## config.mk

```make
export PLATFORM = sky130hd
export DESIGN_NAME = mrs_load_seq
export DESIGN_NICKNAME = d
export VERILOG_FILES = /design/src/rtl/mrs_seq_pkg.sv /design/src/rtl/mrs_rank_pick.sv /design/src/rtl/mrs_addr_xform.sv /design/src/rtl/mrs_gap_timer.sv /design/src/rtl/mrs_load_seq.sv
export SDC_FILE = /design/constraint.sdc
export NUM_CORES = 1
export LEC_CHECK = 0
export ABC_CLOCK_PERIOD_IN_PS = 5900
export CAP_MARGIN = 20
export CORE_ASPECT_RATIO = 2
export CORE_MARGIN = 4
export CORE_UTILIZATION = 41
export CTS_CLUSTER_SIZE = 14
export DETAILED_ROUTE_END_ITERATION = 12
export PLACE_DENSITY_LB_ADDON = 0.1
export SLEW_MARGIN = 10
export SYNTH_ARGS = -nofsm -noshare
export SYNTH_HDL_FRONTEND = slang
export SYNTH_HIERARCHICAL = 1
export SYNTH_SLANG_ARGS = --single-unit
```

## constraint.sdc

```tcl
create_clock -name clk -period 5.9 [get_ports clk]
set_input_delay 0.59 -clock clk [delete_from_list [all_inputs] [get_ports clk]]
set_output_delay 0.59 -clock clk [all_outputs]
set_load 0.1 [all_outputs]
```

## src/rtl/mrs_seq_pkg.sv

```systemverilog
package mrs_seq_pkg;
  localparam int MR_COUNT = 7;
  localparam int ADDR_W   = 18;
  localparam int POS_W    = 3;
  localparam logic [ADDR_W-1:0] B_ADDR_FLIP = 18'h22BF8;

  typedef enum logic [1:0] {ST_IDLE, ST_CMD, ST_GAP} seq_state_e;

  // Position in the walk -> mode register number: 3,6,5,4,2,1,0
  function automatic logic [2:0] pos_to_mr(input logic [POS_W-1:0] pos);
    if (pos == 3'd0)      return 3'd3;
    else if (pos <= 3'd3) return 3'(7 - pos);
    else                  return 3'(6 - pos);
  endfunction
endpackage

```

## src/rtl/mrs_rank_pick.sv

```systemverilog
module mrs_rank_pick #(
  parameter int NUM_RANKS = 4,
  localparam int RANK_W = (NUM_RANKS > 1) ? $clog2(NUM_RANKS) : 1
) (
  input  logic [NUM_RANKS-1:0] mask_i,
  input  logic [RANK_W:0]      from_i,
  output logic                 found_o,
  output logic [RANK_W-1:0]    idx_o
);
  // Lowest set mask bit at or above from_i
  always_comb begin
    found_o = 1'b0;
    idx_o   = '0;
    for (int i = NUM_RANKS - 1; i >= 0; i--) begin
      if (mask_i[i] && ((RANK_W+1)'(i) >= from_i)) begin
        found_o = 1'b1;
        idx_o   = RANK_W'(i);
      end
    end
  end
endmodule

```

## src/rtl/mrs_addr_xform.sv

```systemverilog
module mrs_addr_xform
  import mrs_seq_pkg::*;
(
  input  logic [ADDR_W-1:0] addr_i,
  input  logic [1:0]        ba_i,
  input  logic [1:0]        bg_i,
  input  logic              mirror_i,
  input  logic              invert_i,
  output logic [ADDR_W-1:0] addr_o,
  output logic [1:0]        ba_o,
  output logic [1:0]        bg_o
);
  logic [ADDR_W-1:0] m_addr;
  logic [1:0]        m_ba, m_bg;

  always_comb begin
    m_addr = addr_i;
    m_ba   = ba_i;
    m_bg   = bg_i;
    if (mirror_i) begin
      m_addr[3]  = addr_i[4];  m_addr[4]  = addr_i[3];
      m_addr[5]  = addr_i[6];  m_addr[6]  = addr_i[5];
      m_addr[7]  = addr_i[8];  m_addr[8]  = addr_i[7];
      m_addr[11] = addr_i[13]; m_addr[13] = addr_i[11];
      m_ba = {ba_i[0], ba_i[1]};
      m_bg = {bg_i[0], bg_i[1]};
    end
    addr_o = invert_i ? (m_addr ^ B_ADDR_FLIP) : m_addr;
    ba_o   = invert_i ? ~m_ba : m_ba;
    bg_o   = invert_i ? ~m_bg : m_bg;
  end
endmodule

```

## src/rtl/mrs_gap_timer.sv

```systemverilog
module mrs_gap_timer #(
  parameter int IDLE_CYC = 8,
  localparam int CNT_W = $clog2(IDLE_CYC + 1)
) (
  input  logic clk,
  input  logic rst_n,
  input  logic run_i,
  output logic last_o
);
  logic [CNT_W-1:0] cnt_q, cnt_d;

  always_comb cnt_d = run_i ? cnt_q + 1'b1 : '0;

  always_ff @(posedge clk or negedge rst_n) begin
    if (!rst_n) cnt_q <= '0;
    else        cnt_q <= cnt_d;
  end

  assign last_o = run_i && (cnt_q == CNT_W'(IDLE_CYC - 1));
endmodule

```

## src/rtl/mrs_load_seq.sv

```systemverilog
module mrs_load_seq
  import mrs_seq_pkg::*;
#(
  parameter int NUM_RANKS = 4,
  parameter int IDLE_CYC  = 8,
  localparam int RANK_W = (NUM_RANKS > 1) ? $clog2(NUM_RANKS) : 1
) (
  input  logic                         clk,
  input  logic                         rst_n,
  input  logic                         start_i,
  input  logic [NUM_RANKS-1:0]         rank_mask_i,
  input  logic [MR_COUNT*ADDR_W-1:0]   mr_data_i,
  output logic                         cmd_valid_o,
  output logic [NUM_RANKS-1:0]         cs_n_o,
  output logic                         act_n_o,
  output logic                         ras_n_o,
  output logic                         cas_n_o,
  output logic                         we_n_o,
  output logic [ADDR_W-1:0]            addr_o,
  output logic [1:0]                   ba_o,
  output logic [1:0]                   bg_o,
  output logic                         done_o
);
  seq_state_e           state_q, state_d;
  logic [POS_W-1:0]     pos_q, pos_d;
  logic [RANK_W-1:0]    rank_q, rank_d, first_q, first_d;
  logic                 side_q, side_d;
  logic [NUM_RANKS-1:0] mask_q, mask_d;
  logic                 done_q, done_d;
  logic                 load_en;

  logic              st_found, nx_found, gap_last;
  logic [RANK_W-1:0] st_idx, nx_idx;
  logic [2:0]        mr_num;

  mrs_rank_pick #(.NUM_RANKS(NUM_RANKS)) start_pick_i (
    .mask_i(rank_mask_i), .from_i('0), .found_o(st_found), .idx_o(st_idx));

  mrs_rank_pick #(.NUM_RANKS(NUM_RANKS)) next_pick_i (
    .mask_i(mask_q), .from_i({1'b0, rank_q} + 1'b1),
    .found_o(nx_found), .idx_o(nx_idx));

  mrs_gap_timer #(.IDLE_CYC(IDLE_CYC)) gap_i (
    .clk(clk), .rst_n(rst_n), .run_i(state_q == ST_GAP), .last_o(gap_last));

  // Next-state logic
  always_comb begin
    state_d = state_q;
    pos_d   = pos_q;
    rank_d  = rank_q;
    first_d = first_q;
    side_d  = side_q;
    mask_d  = mask_q;
    done_d  = 1'b0;
    load_en = 1'b0;
    unique case (state_q)
      ST_IDLE: if (start_i) begin
        load_en = 1'b1;
        mask_d  = rank_mask_i;
        pos_d   = '0;
        side_d  = 1'b0;
        first_d = st_idx;
        rank_d  = st_idx;
        if (st_found) state_d = ST_CMD;
        else          done_d  = 1'b1;
      end
      ST_CMD: state_d = ST_GAP;
      ST_GAP: if (gap_last) begin
        state_d = ST_CMD;
        if (!side_q) begin
          side_d = 1'b1;
        end else begin
          side_d = 1'b0;
          if (nx_found) begin
            rank_d = nx_idx;
          end else if (pos_q == POS_W'(MR_COUNT - 1)) begin
            state_d = ST_IDLE;
            done_d  = 1'b1;
          end else begin
            pos_d  = pos_q + 1'b1;
            rank_d = first_q;
          end
        end
      end
      default: state_d = ST_IDLE;
    endcase
  end

  // Registers
  always_ff @(posedge clk or negedge rst_n) begin
    if (!rst_n) begin
      state_q <= ST_IDLE;
      pos_q   <= '0;
      rank_q  <= '0;
      side_q  <= 1'b0;
      done_q  <= 1'b0;
    end else begin
      state_q <= state_d;
      pos_q   <= pos_d;
      rank_q  <= rank_d;
      side_q  <= side_d;
      done_q  <= done_d;
    end
  end

  always_ff @(posedge clk or negedge rst_n) begin
    if (!rst_n) begin
      mask_q  <= '0;
      first_q <= '0;
    end else if (load_en) begin
      mask_q  <= mask_d;
      first_q <= first_d;
    end
  end

  // Command output
  assign mr_num      = pos_to_mr(pos_q);
  assign cmd_valid_o = (state_q == ST_CMD);
  assign act_n_o     = 1'b1;
  assign ras_n_o     = ~cmd_valid_o;
  assign cas_n_o     = ~cmd_valid_o;
  assign we_n_o      = ~cmd_valid_o;
  assign done_o      = done_q;

  for (genvar r = 0; r < NUM_RANKS; r++) begin : g_cs
    assign cs_n_o[r] = ~(cmd_valid_o && (rank_q == RANK_W'(r)));
  end

  mrs_addr_xform xform_i (
    .addr_i  (mr_data_i[int'(mr_num)*ADDR_W +: ADDR_W]),
    .ba_i    (mr_num[1:0]),
    .bg_i    ({1'b0, mr_num[2]}),
    .mirror_i(rank_q[0]),
    .invert_i(side_q),
    .addr_o  (addr_o),
    .ba_o    (ba_o),
    .bg_o    (bg_o));
endmodule

```

After elaboration in Yosys (flattened, before gate mapping):

Cells that the tools add are included.

* $add $sub $neg: 5
* multipliers: 1
* shifts and indexed selects: 1
* reductions and logical operators: 18
* multiplexer cells: 59
* equal/unequal tests: 14
* $lt $le $gt $ge: 5
* bitwise gates (word level): 8

Operators with widths (number)
* indexed part select 126 x 9 -> 18 bit: 1
* two-way mux 2 bit: 20
* two-way mux 1 bit: 24
* two-way mux 3 bit: 7
* two-way mux 18 bit: 1
* != test 2 bit, second input constant: 6
* NOT 10 bit: 1
* logical AND 1 bit: 9
* AND reduction 3 bit: 3
* multiplier 3 x 4 -> 7 bit, second input constant: 1
* equality test 2 bit, second input constant: 3
* greater-or-equal comparator 1 x 3 -> 1 bit, first input constant: 2
* greater-or-equal comparator 2 x 3 -> 1 bit, first input constant: 2
* two-way mux 6 bit: 1
* case mux 2 bit (3 select lines): 1
* case mux 3 bit (2 select lines): 1
* AND reduction 6 bit: 1
* subtractor 3 bit, first input constant: 2
* NOT 1 bit: 5
* AND reduction 5 bit: 1
* adder 4 x 1 -> 4 bit, second input constant: 1
* equality test 2 x 1 -> 1 bit, second input constant: 2
* equality test 4 x 3 -> 1 bit, second input constant: 1
* zero test 2 bit: 2
* other kinds (11): 13

* logic and storage cells: 119
* register bits after elaboration: 19
* output and inout bits: 32
* input bits: 133

Longest topological paths before layout:

Gate-level depths: netlist of the first run.

* word-level depth: 11
* depth in mapped cells: 13
* mapped depth without buffers: 10

Cells and area by module:

The synthesis of the first run kept the hierarchy.

Modules (own cells, without submodules)
* mrs_load_seq: cells an instance 204, area an instance 2011.9 um^2, times used 1
* mrs_addr_xform: cells an instance 37, area an instance 326.6 um^2, times used 1
* mrs_gap_timer: cells an instance 14, area an instance 176.4 um^2, times used 1
* mrs_rank_pick: cells an instance 11, area an instance 67.6 um^2, times used 2

Least setup slack after synthesis of the first run:

OpenSTA, ideal clock, no wires.

* path type: reg2out
* start: register pos_q[0]
* end: output addr_o[13]
* required time: 5.310 ns
* data arrival time: 3.828 ns
* path buffers: 2
* setup slack: 1.482 ns
* cell stages (with the launch flop): 11
* cell sequence: dfrtp_1 ha_1 ha_1 nand4b_1 a32oi_1 buf_4 nor2_2 buf_2 a221oi_2 mux2i_1 xnor2_1

* word-level cells in the longest chain between the ends: 8

RTL lines
* start: declaration: RTL line mrs_load_seq.sv:25 `logic [POS_W-1:0] pos_q, pos_d;`
* start signal: assignment: RTL line mrs_load_seq.sv:99 `pos_q <= pos_d;`
* subtractor 3 bit (tied with other cells): RTL line mrs_seq_pkg.sv:13 `else return 3'(6 - pos);`
* two-way mux 3 bit: RTL line mrs_seq_pkg.sv:12 `else if (pos <= 3'd3) return 3'(7 - pos);`
* two-way mux 3 bit *: RTL line mrs_seq_pkg.sv:11 `if (pos == 3'd0) return 3'd3;`
* multiplier 3 x 4 -> 7 bit *: RTL line mrs_load_seq.sv:130 `.addr_i (mr_data_i[int'(mr_num)*ADDR_W +: ADDR_W]),`
* indexed part select 126 x 9 -> 18 bit *: RTL line mrs_load_seq.sv:130
* two-way mux 1 bit *: RTL line mrs_addr_xform.sv:20 `if (mirror_i) begin`
* NOT 10 bit (no line)
* two-way mux 18 bit *: RTL line mrs_addr_xform.sv:28 `addr_o = invert_i ? (m_addr ^ B_ADDR_FLIP) : m_addr;`
* end: declaration: RTL line mrs_load_seq.sv:19 `output logic [ADDR_W-1:0] addr_o,`

Every way passes the cells marked *; elsewhere a longest branch is shown, timed or not.

Final worst setup path of the first run:

* start: register pos_q[0]
* end: output addr_o[8]

* word-level cells in the longest chain between the ends: 8

RTL lines (RTL line)
* subtractor 3 bit (tied with other cells): mrs_seq_pkg.sv:13
* two-way mux 3 bit: mrs_seq_pkg.sv:12
* two-way mux 3 bit *: mrs_seq_pkg.sv:11
* multiplier 3 x 4 -> 7 bit *: mrs_load_seq.sv:130
* indexed part select 126 x 9 -> 18 bit *: mrs_load_seq.sv:130
* two-way mux 6 bit *: mrs_addr_xform.sv:20
* NOT 10 bit (no line)
* two-way mux 18 bit *: mrs_addr_xform.sv:28

Marked as above.

==> results.md, run 1 <==
| Group | Quantity | This run |
| --- | --- | --- |
| synthesis | Count of cell types in the netlist | 42 |
| synthesis | Compound-gate portion of the synthesized area | 21.9% |
| setup path | Internal reg-to-reg setup slack | 3150 ps |
| power and ir drop | Worst IR drop on VDD | 0.320 mV |
| global routing | Pin count of the biggest net entering global routing | 22 |
| global routing | Gr usage total | 23.0% |
| synthesis | Portion of the post-synthesis area used by sequential elements | 17.9% |
| global routing | First-pass GRT wire length | 14300 µm |
| setup path | Launching point of the worst reg2reg path | rank_q[0]$_DFFE_PN0P_ |
| floorplanning | Vertical die dimension | 122 µm |
| final layout | Area overhead of the layout relative to synthesis | 62.4% |
| route | First DRT Iteration DRCs | 135 |
| sta | Highest attainable clock frequency | 205 MHz |
| floorplanning | Core area | 6310 µm² |
| worst hold path | Endpoint with the worst hold slack | gap_i/cnt_q[0]$_DFF_PN0_ |
| placed design | Global placement routability congestion | 0.803 |
| setup path | Kind of cell with the highest combined delay on the critical path | buffers and inverters |
| synthesis | Post-synthesis async set-or-reset flop share | 100% |
| cts | Buffers inserted during post-CTS setup optimization | 0 |
| sta | Total negative slack | 0 ps |
| route | WL final | 9260 µm |
| setup path | Worst Reg2Reg Path Length in Cells | 9 |
| global routing | Number of antenna violations at the first check in global routing | 0 |
| route | Drc violations | 0 |
| cts | Clock Tree Root | sky130_fd_sc_hd__clkbuf_16 |
| synthesis | Combinational family with the most area after synthesis | multiplexers |
| final layout | Leading cell types in the layout, fill and taps excluded | sky130_fd_sc_hd__clkdlybuf4s50_1, sky130_fd_sc_hd__mux2i_1, sky130_fd_sc_hd__a221oi_1 |
| setup path | Arrival time at the worst endpoint | 4280 ps |
| setup path | Worst stage delay on the critical path | 1160 ps |
| worst hold path | Beginning of the worst hold path | gap_i/cnt_q[0]$_DFF_PN0_ |
| sta | Worst clock skew on the final layout | 1.46 ps |
| sta | Endpoints failing hold | 0 |
| cts | CTS buffer count | 3 |
| job | Count of max-cap constraint violations | 0 |
| floorplanning | Area of the die | 7890 µm² |
| sta | Setup repair after global routing missed its margin | false |
| floorplanning | Horizontal die dimension | 64.9 µm |
| final layout | ANT cells | 0 |
| sta | Post-route worst setup slack | 1030 ps |
| setup path | List of cells traversed by the critical path | ha_1, ha_1, o21bai_1, a32oi_4, buf_4, mux2i_1, a221oi_2, mux2i_1, xnor2_1, clkdlybuf4s50_1 |
| sta | Slew Limit Headroom | 32.3% |
| power and ir drop | LEAKAGE | 1.96 nW |
| setup path | Peak fanout along the critical path | 20 |
| final layout | Post-layout nets | 574 |
| placed design | Setup WS pre-CTS | 1280 ps |
| outcome | Run status | finished clean |
| floorplanning | I/O pins | 165 |
| synthesis | Mux contribution to synthesized area | 29.5% |
| worst hold path | Cell depth of the worst min-delay path | 1 |
| sta | Min Tclk post-route | 4870 ps |
| cts | Number of levels the H-tree was split into | 1 |
| route | First-pass iteration count of the detailed router | 5 |
| sta | Final cycle utilization of the critical path | 82.6% |
| final layout | Count of fill cells added during filler insertion | 527 |
| floorplanning | Starting density of the core | 42.0% |
| global routing | Via count of the first global-routing pass | 2855 |
| floorplanning | Rows | 41 |
| synthesis | Post-synthesis area per instance | 9.57 µm² |
| cts | CTS tree | yes |
| synthesis | Post-Synth Adder-Cell Area | 4.72% |
| route | Detailed-route via count | 2745 |
| route | Antenna Nets Post-Route | 0 |
| cts | Skew-Pair Late Insertion Delay | 250 ps |
| cts | Max Buffers Root-to-Sink | 2 |
| cts | # hold bufs at CTS | 0 |
| worst hold path | HP Class | flop to flop |
| synthesis | Area of the mapped netlist | 2650 µm² |
| setup path | Critical Path Source Type | flop |
| global routing | Overflow left after global routing | 0 |
| setup path | Crit path max-delay cell type | sky130_fd_sc_hd__clkdlybuf4s50_1 |
| synthesis | Number of warnings reported in the yosys synthesis log | 6 |
| cts | Resized Gates After CTS | 0 |
| setup path | Worst flop-to-flop path endpoint | rank_q[1]$_DFFE_PN0P_ |
| final layout | Leading cell type in the layout, fill and taps excluded | sky130_fd_sc_hd__clkdlybuf4s50_1 |
| final layout | Layout cells sized above 1 | 15.1% |
| placed design | Buffers on Ports | 163 |
| route | Per-cell routed wire length | 17.9 µm |
| synthesis | Register bit count reported by yosys | 19 |
| sta | Count of final max-slew check failures | 0 |
| cts | Count of clock tree sinks | 19 |
| setup path | Critical path capture point type | output port |
| sta | Slew at the pin with the worst max-slew slack | 1010 ps |
| synthesis | Number of flops mapped to enable cells by yosys | 0 |
| synthesis | Post-synthesis simple-gate area fraction | 9.11% |
| route | Routed vias/inst | 5.32 |
| sta | Setup violators final | 0 |
| power and ir drop | Power per cell area | 530 nW/µm² |
| cts | Clock transition time at the flip-flop clock pins of the worst setup and hold paths | 50 ps |
| synthesis | Xor-xnor portion of the synthesized cell area | 5.29% |
| setup path | Classification of the worst setup path | flop to output port |
| synthesis | Gate Count Post-Synth | 277 |
| setup path | Worst path bufs/invs | 2 |
| synthesis | Flip-flop cell with the highest count after synthesis | sky130_fd_sc_hd__dfrtp_1 |
| setup path | Worst EP required | 5310 ps |
| placed design | HPWL after detailed placement | 7620 µm |
synth_stat cells, types with 8 or more instances:
cell type / instances / area [µm²]
sky130_fd_sc_hd__mux2i_1: 51 / 510
sky130_fd_sc_hd__a221oi_1: 25 / 219
sky130_fd_sc_hd__mux2_2: 24 / 270
sky130_fd_sc_hd__dfrtp_1: 19 / 475
sky130_fd_sc_hd__buf_4: 14 / 105
sky130_fd_sc_hd__inv_1: 14 / 52.6
sky130_fd_sc_hd__nand2_1: 14 / 52.6
sky130_fd_sc_hd__xnor2_1: 13 / 114
sky130_fd_sc_hd__a221oi_2: 11 / 165
sky130_fd_sc_hd__ha_1: 10 / 125
sky130_fd_sc_hd__nor2_1: 9 / 33.8
sky130_fd_sc_hd__o21ai_0: 8 / 40.0
power by group:
group / total, mW / internal (mW) / switching, mW
Combinational: 1.91 / 0.599 / 1.31
Clock: 0.139 / 0.0919 / 0.0475
Sequential: 0.234 / 0.175 / 0.0591
per-stage QoR:
| step | power [mW] | area [µm²] | hold slack (ps) | util, % | cells |
|---|---|---|---|---|---|
| finish | 2.28 | 4300 | 461 | 68.2 | 516 |
| CTS | 2.29 | 4300 | 464 | 68.2 | 516 |
| floorplan | 1.80 | 2680 | 294 | - | 286 |
| detailed placement | 2.15 | 4220 | 457 | 66.9 | 512 |
| global placement | 2.12 | 4220 | 446 | 66.9 | 512 |
| global route | 2.39 | 4300 | 490 | 68.2 | 516 |
layer usage:
metal / wire length, µm / track usage (%) / up-vias
met1: 3330 / 24.5 / 1289
li1: - / - / 1333
met5: 0 / 0 / -
met3: 682 / 4.34 / 21
met2: 4960 / 43.4 / 102
met4: 288 / 8.48 / 0
cell type report:
| cell class | instances | area [µm²] | share of cell area, % |
|---|---|---|---|
| tap | 86 | 108 | 2.50 |
| multi-input combinational | 223 | 1940 | 45.0 |
| inverter | 15 | 56.3 | 1.31 |
| sequential | 19 | 475 | 11.0 |
| clock buffer | 4 | 78.8 | 1.83 |
| timing repair buffer | 169 | 1650 | 38.3 |
sequential cells by signal (all words and copies together) (netlist names):
register and count:
done_o 1, state_q 2, first_q 2, rank_q 2
side_q 1, pos_q 3, gap_i/cnt_q 4, mask_q 4
worst register-to-register path, cell delays in order, from the launching register on:
cell and delay, ps:
sky130_fd_sc_hd__dfrtp_1 800, sky130_fd_sc_hd__inv_1 270, sky130_fd_sc_hd__ha_1 400, sky130_fd_sc_hd__a21bo_1 200, sky130_fd_sc_hd__a21o_1 200, sky130_fd_sc_hd__nand2_1 160, sky130_fd_sc_hd__nor2_1 90, sky130_fd_sc_hd__a21oi_1 300
sky130_fd_sc_hd__o211ai_1 150, sky130_fd_sc_hd__o21ai_0 100
how the worst max path moves through the flow:
stage / startpoint / to / slack (ps) / cells after the start
3_5_place_dp: pos_q[0]$_DFFE_PN0P_ / addr_o[8] / 1280 / 10
3_3_place_gp: pos_q[0]$_DFFE_PN0P_ / addr_o[8] / 1390 / 10
6_report: pos_q[0]$_DFFE_PN0P_ / addr_o[8] / 1030 / 10
5_1_grt: pos_q[0]$_DFFE_PN0P_ / addr_o[8] / 790 / 10
2_1_floorplan: pos_q[0]$_DFFE_PN0P_ / addr_o[13] / 1480 / 10
4_1_cts: pos_q[0]$_DFFE_PN0P_ / addr_o[8] / 1010 / 10
logic make-up after synthesis:
family                   after synthesis
adder cells (fa/ha/maj)               10
AO/OA/AOI/OAI                         65
multiplexers                          75
AND/OR/NAND/NOR                       46
other                                  2
buffers and inverters                 44
XOR/XNOR                              16
flip-flops                            19
(Power assumes the default switching activity.)
==> run 2, diff against run 1 <==
Settings changed: ABC_CLOCK_PERIOD_IN_PS 5900 to 4300, CORE_UTILIZATION 41 to 34.
Clock period 5.9 ns to 4.3 ns, I/O delays scaled along.
==> results.md, run 2 (synthesis results as in run 1) <==
| Group | Quantity | This run |
| --- | --- | --- |
| floorplanning | Vertical die dimension | 133 µm |
| setup path | Worst setup path startpoint | pos_q[0]$_DFFE_PN0P_ |
| cts | Clock transition time at the flip-flop clock pins of the worst setup and hold paths | 60 ps |
| power and ir drop | Worst IR drop on VDD | 0.550 mV |
| job | Count of max-cap constraint violations | 0 |
| floorplanning | Rows | 45 |
| cts | Count of clock tree sinks | 19 |
| setup path | Worst EP required | 3870 ps |
| sta | Count of final max-slew check failures | 0 |
| global routing | Gr usage total | 20.2% |
| route | First-pass iteration count of the detailed router | 6 |
| sta | Min Tclk post-route | 3870 ps |
| route | Top Metal Used | met4 |
| sta | Slew Limit Headroom | 34.2% |
| route | Routed vias/inst | 5.26 |
| power and ir drop | LEAKAGE | 2.01 nW |
| cts | Skew-Pair Late Insertion Delay | 250 ps |
| placed design | Buffers on Ports | 163 |
| route | Detailed route wirelength on metal3 | 586 µm |
| cts | Buffers inserted during post-CTS setup optimization | 0 |
| global routing | Via count of the first global-routing pass | 2818 |
| setup path | Peak fanout along the critical path | 57 |
| setup path | List of cells traversed by the critical path | ha_1, ha_1, o21bai_1, a32oi_4, buf_12, mux2_2, a221oi_1, a221oi_2, mux2i_1, xnor2_1, buf_12 |
| route | Metal1 wirelength | 3760 µm |
| sta | Total negative slack | 0 ps |
| route | Per-cell routed wire length | 18.6 µm |
| power and ir drop | Power per cell area | 758 nW/µm² |
| final layout | Layout cells sized above 1 | 17.8% |
| sta | Final cycle utilization of the critical path | 90.1% |
| final layout | Post-layout nets | 572 |
| setup path | Classification of the worst setup path | flop to output port |
| outcome | Run status | finished clean |
| final layout | Leading cell types in the layout, fill and taps excluded | sky130_fd_sc_hd__clkdlybuf4s50_1, sky130_fd_sc_hd__mux2i_1, sky130_fd_sc_hd__a221oi_1 |
| route | WL final | 9730 µm |
| global routing | Number of antenna violations at the first check in global routing | 0 |
| sta | Post-route worst setup slack | 426 ps |
| cts | # hold bufs at CTS | 0 |
| sta | Endpoints failing hold | 0 |
| placed design | HPWL after detailed placement | 7900 µm |
| sta | Highest attainable clock frequency | 258 MHz |
| setup path | Launching point of the worst reg2reg path | rank_q[0]$_DFFE_PN0P_ |
| worst hold path | HP Class | flop to flop |
| cts | CTS tree | yes |
| setup path | Critical path capture point type | output port |
| placed design | Post-detailed-placement cell area | 4330 µm² |
| route | Drc violations | 0 |
| final layout | Post-route design area | 4410 µm² |
| route | Wire length on met2 | 5260 µm |
| sta | Setup violators final | 0 |
| floorplanning | Area of the die | 9360 µm² |
| worst hold path | Beginning of the worst hold path | gap_i/cnt_q[0]$_DFF_PN0_ |
| cts | Clock Tree Root | sky130_fd_sc_hd__clkbuf_16 |
| global routing | First-pass GRT wire length | 15200 µm |
| floorplanning | Starting density of the core | 34.9% |
| placed design | Global placement routability congestion | 0.856 |
| final layout | ANT cells | 0 |
| global routing | Overflow left after global routing | 0 |
| floorplanning | Horizontal die dimension | 70.4 µm |
| setup path | Worst stage delay on the critical path | 470 ps |
| floorplanning | Core area | 7600 µm² |
| route | First DRT Iteration DRCs | 125 |
| setup path | Arrival time at the worst endpoint | 3440 ps |
| global routing | Pin count of the biggest net entering global routing | 58 |
| cts | Resized Gates After CTS | 0 |
| sta | Slew at the pin with the worst max-slew slack | 983 ps |
| floorplanning | I/O pins | 165 |
| sta | Worst clock skew on the final layout | 2.67 ps |
| setup path | Crit path max-delay cell type | sky130_fd_sc_hd__dfrtp_1 |
| final layout | Top Registers | gap_i/cnt_q (4), mask_q (4), pos_q (3) |
| setup path | Critical Path Source Type | flop |
| final layout | Number of standard cells in the layout, taps in and fillers out | 522 |
| cts | Number of levels the H-tree was split into | 1 |
| route | Detailed-route via count | 2748 |
| placed design | Dpl cells | 518 |
| cts | Max Buffers Root-to-Sink | 2 |
| final layout | Leading cell type in the layout, fill and taps excluded | sky130_fd_sc_hd__clkdlybuf4s50_1 |
| cts | CTS buffer count | 3 |
| placed design | Setup WS pre-CTS | 507 ps |
| route | Antenna Nets Post-Route | 0 |
| sta | Setup repair after global routing missed its margin | false |
| final layout | Count of fill cells added during filler insertion | 688 |
| final layout | Area overhead of the layout relative to synthesis | 66.5% |
==> run 2: changes by cell type in the layout (fill, tap and decap cells not counted), sizes merged <==
cell and delta:
clkinv +1, buf +10, clkbuf -1, clkdlybuf4s50 -12
==> run 2: critical path, delay by kind of cell (launching register included) <==
family / cells / cell delay [ps]
mux: 2 / 570
flops: 1 / 470
buf+inv: 2 / 580
fa+ha+maj: 2 / 480
xor+xnor: 1 / 190
compound gates: 4 / 870
==> run 2: final cells by class <==
cell class | instances | area (µm²) | area share [%]
timing repair buffer | 167 | 1740 | 39.5
tap | 94 | 118 | 2.67
clock buffer | 3 | 75.1 | 1.70
inverter | 15 | 56.3 | 1.28
multi-input combinational | 223 | 1940 | 44.0
clock inverter | 1 | 5.00 | 0.113
sequential | 19 | 475 | 10.8
==> run 2: power by group <==
group | internal [mW] | switching, mW | total [mW]
combinational | 0.992 | 1.84 | 2.83
sequential | 0.240 | 0.0804 | 0.321
clock | 0.125 | 0.0673 | 0.192
total | 1.36 | 1.99 | 3.34
==> run 2: per-stage QoR <==
| stage | total power, mW | hold WS, ps | utilization, % |
|---|---|---|---|
| 5_1_grt | 3.50 | 499 | 58.0 |
| 4_1_cts | 3.37 | 469 | 58.0 |
| 2_1_floorplan | 2.47 | 134 | - |
| 6_report | 3.34 | 469 | 58.0 |
| 3_5_place_dp | 3.17 | 460 | 56.9 |
| 3_3_place_gp | 3.15 | 446 | 56.9 |
==> run 2: final timing paths <==
check | cells after the start | slack, ps | endpoint
hold / removal | 1 | 470 | gap_i/cnt_q[0]$_DFF_PN0_
max in group asynchronous | 1 | 3060 | pos_q[2]$_DFFE_PN0P_
min in group asynchronous | 1 | 690 | mask_q[0]$_DFFE_PN0P_
setup reg to reg | 9 | 1570 | pos_q[0]$_DFFE_PN0P_
hold reg to reg | 1 | 470 | gap_i/cnt_q[0]$_DFF_PN0_
setup / recovery | 11 | 430 | addr_o[7]
==> run 2: routing by layer <==
metal	up-vias	GRT usage [%]
met5	-	0
met4	0	4.58
met3	8	3.42
met2	110	37.9
met1	1304	23.2
li1	1326	-
==> run 3, diff against run 2 <==
Settings changed: ABC_AREA set to 1, CORE_UTILIZATION 34 to 39.
==> results.md, run 3 <==
| Group | Quantity | This run |
| --- | --- | --- |
| sta | Total negative slack | 0 ps |
| final layout | Sequential standard cell area | 475 µm² |
| synthesis | Synth area leader | sky130_fd_sc_hd__nand2_1 |
| route | WL final | 14400 µm |
| cts | Clock Tree Root | sky130_fd_sc_hd__clkbuf_16 |
| setup path | Arrival time at the worst endpoint | 3210 ps |
| floorplanning | Core area | 9320 µm² |
| sta | Setup repair after global routing missed its margin | false |
| sta | Setup violators final | 0 |
| final layout | Top Registers | gap_i/cnt_q (4), mask_q (4), pos_q (3) |
| synthesis | Top cells by area, synth | sky130_fd_sc_hd__nand2_1, sky130_fd_sc_hd__inv_1, sky130_fd_sc_hd__nand3_1 |
| synthesis | Portion of the post-synthesis area used by sequential elements | 12.9% |
| synthesis | Leading cell types by count after synthesis | sky130_fd_sc_hd__nand2_1, sky130_fd_sc_hd__inv_1, sky130_fd_sc_hd__nand3_1 |
| global routing | Overflow left after global routing | 0 |
| sta | Worst clock skew on the final layout | 0.778 ps |
| placed design | Global placement routability congestion | 0.966 |
| route | Per-cell routed wire length | 15.6 µm |
| floorplanning | I/O pins | 165 |
| synthesis | Flip-flop cell with the highest count after synthesis | sky130_fd_sc_hd__dfrtp_1 |
| floorplanning | Vertical die dimension | 145 µm |
| setup path | Worst stage delay on the critical path | 620 ps |
| setup path | Worst setup path startpoint | pos_q[0]$_DFFE_PN0P_ |
| synthesis | Mux contribution to synthesized area | 1.22% |
| route | Antenna Nets Post-Route | 0 |
| global routing | Gr usage total | 25.1% |
| route | Routed vias/inst | 5.13 |
| synthesis | Number of warnings reported in the yosys synthesis log | 6 |
| setup path | Peak fanout along the critical path | 39 |
| cts | Clock transition time at the flip-flop clock pins of the worst setup and hold paths | 50 ps |
| sta | Count of final max-slew check failures | 0 |
| synthesis | Xor-xnor portion of the synthesized cell area | 0.475% |
| sta | Slew at the pin with the worst max-slew slack | 977 ps |
| cts | Number of levels the H-tree was split into | 1 |
| floorplanning | Starting density of the core | 39.5% |
| setup path | Classification of the worst setup path | flop to output port |
| cts | # hold bufs at CTS | 0 |
| placed design | Buffers on Ports | 163 |
| synthesis | Top-count cell post-synth | sky130_fd_sc_hd__nand2_1 |
| setup path | Worst path depth | 15 |
| setup path | Timing endpoint of the critical path | addr_o[4] |
| final layout | Area overhead of the layout relative to synthesis | 48.5% |
| floorplanning | Horizontal die dimension | 76.7 µm |
| sta | Min Tclk post-route | 3640 ps |
| job | Count of max-cap constraint violations | 0 |
| global routing | Number of antenna violations at the first check in global routing | 0 |
| synthesis | Area of the mapped netlist | 3690 µm² |
| setup path | List of cells traversed by the critical path | ha_1, ha_1, inv_2, nand2_1, nand2_1, nand3_2, nand3_1, nand2_1, nand2_1, nand2_1, inv_1, nand2_1, nand3_1, nand2_1, buf_12 |
| route | First-pass iteration count of the detailed router | 5 |
| worst hold path | HP Class | flop to flop |
| route | Detailed-route via count | 4740 |
| synthesis | Count of cell types in the netlist | 32 |
| setup path | Internal reg-to-reg setup slack | 1420 ps |
| synthesis | Gate Count Post-Synth | 687 |
| sta | Final cycle utilization of the critical path | 84.6% |
| placed design | HPWL after detailed placement | 11500 µm |
| cts | CTS tree | yes |
| outcome | Run status | finished clean |
| sta | Highest attainable clock frequency | 275 MHz |
| floorplanning | Area of the die | 11200 µm² |
| synthesis | Combinational family with the most area after synthesis | simple AND/OR/NAND/NOR gates |
| final layout | Leading cell type in the layout, fill and taps excluded | sky130_fd_sc_hd__nand2_1 |
| synthesis | Number of flops mapped to enable cells by yosys | 0 |
| floorplanning | Rows | 50 |
| setup path | Worst flop-to-flop path endpoint | pos_q[2]$_DFFE_PN0P_ |
| final layout | Count of fill cells added during filler insertion | 965 |
| setup path | Crit path max-delay cell type | sky130_fd_sc_hd__nand3_2 |
| cts | Skew-Pair Late Insertion Delay | 250 ps |
| sta | Endpoints failing hold | 0 |
| cts | Resized Gates After CTS | 0 |
| synthesis | Post-synthesis async set-or-reset flop share | 100% |
| setup path | Kind of cell with the highest combined delay on the critical path | simple AND/OR/NAND/NOR gates |
| synthesis | Compound-gate portion of the synthesized area | 4.38% |
| final layout | Layout cells sized above 1 | 8.90% |
| final layout | ANT cells | 0 |
| global routing | Pin count of the biggest net entering global routing | 55 |
| route | Drc violations | 0 |
| global routing | Via count of the first global-routing pass | 4690 |
| sta | Slew Limit Headroom | 34.6% |
| setup path | Worst Reg2Reg Path Length in Cells | 10 |
| setup path | Most Frequent Cell on Critical Path | sky130_fd_sc_hd__nand2_1 |
| setup path | Launching point of the worst reg2reg path | rank_q[0]$_DFFE_PN0P_ |
| cts | Max Buffers Root-to-Sink | 2 |
| final layout | Area taken by multi-input logic gates | 2350 µm² |
| cts | CTS buffer count | 3 |
| cts | Buffers inserted during post-CTS setup optimization | 0 |
| setup path | Worst EP required | 3870 ps |
| cts | Count of clock tree sinks | 19 |
| setup path | Critical path capture point type | output port |
| final layout | Post-layout nets | 964 |
| synthesis | Post-synthesis area per instance | 5.37 µm² |
| synthesis | Post-Synth Adder-Cell Area | 3.39% |
| synthesis | Post-synthesis simple-gate area fraction | 52.9% |
| global routing | First-pass GRT wire length | 22600 µm |
| setup path | Critical Path Source Type | flop |
| route | First DRT Iteration DRCs | 310 |
| final layout | Leading cell types in the layout, fill and taps excluded | sky130_fd_sc_hd__nand2_1, sky130_fd_sc_hd__inv_1, sky130_fd_sc_hd__clkdlybuf4s50_1 |
| synthesis | Register bit count reported by yosys | 19 |
| synthesis | Area share of the leading cell type in the synthesized netlist | 22.6% |
| setup path | Worst path bufs/invs | 3 |
## run 3: changes by cell type in the layout (fill, tap and decap cells not counted), sizes merged, moves of 36 or more
cell | before | now
inv | 14 | 149
a221oi | 36 | 0
nand3 | 5 | 109
nand4 | 0 | 55
nand2 | 14 | 236
mux2i | 51 | 0
## run 3: area by class of cell
| class | count | share of cell area (%) |
|---|---|---|
| Clock buffer | 4 | 1.44 |
| Inverter | 150 | 10.4 |
| Multi-Input combinational cell | 477 | 42.9 |
| Sequential cell | 19 | 8.68 |
| Tap cell | 104 | 2.38 |
| Timing Repair Buffer | 170 | 34.2 |
## run 3: cells by family (layout without fill, tap and decap cells)
kind of cell	Yosys count	in the layout
and+or+nand+nor	423	423
buffers and inverters	201	324
AOI/OAI and AO/OA	26	26
DFF	19	19
adders and majority gates	10	10
muxes	4	4
other	2	12
xor gates and xnor gates	2	2
## run 3: layer usage
layer | track usage, % | share of wire [%] | up-vias
met5 | 0 | 0 | -
met2 | 50.2 | 58 | 171
met4 | 12.7 | 4.7 | 0
met1 | 24.3 | 33 | 2143
met3 | 2.66 | 5.0 | 39
li1 | - | - | 2387
## run 3: how the worst min path moves through the flow
stage                                        start                        to  cells after the start
after floorplan                              rst_n          done_o$_DFF_PN0_                      0
after global placement    gap_i/cnt_q[0]$_DFF_PN0_  gap_i/cnt_q[0]$_DFF_PN0_                      1
after detailed placement    first_q[1]$_DFFE_PN0P_    first_q[1]$_DFFE_PN0P_                      2
after CTS                   first_q[1]$_DFFE_PN0P_    first_q[1]$_DFFE_PN0P_                      2
after global routing      gap_i/cnt_q[0]$_DFF_PN0_  gap_i/cnt_q[0]$_DFF_PN0_                      1
final                     gap_i/cnt_q[0]$_DFF_PN0_  gap_i/cnt_q[0]$_DFF_PN0_                      1
## run 3: through the flow
step	utilization, %	std cells	cell area [µm²]	hold slack, ps	worst slack (ps)
floorplan	-	697	3720	134	569
global placement	57.9	920	5400	457	1030
detailed placement	57.9	920	5400	469	955
CTS	58.7	924	5480	483	681
global route	58.7	924	5480	514	422
finish	58.7	924	5480	483	662
Power of run 3 is not shown: default switching activity piles up to over one toggle a cycle in this logic, so the estimate is an artifact.
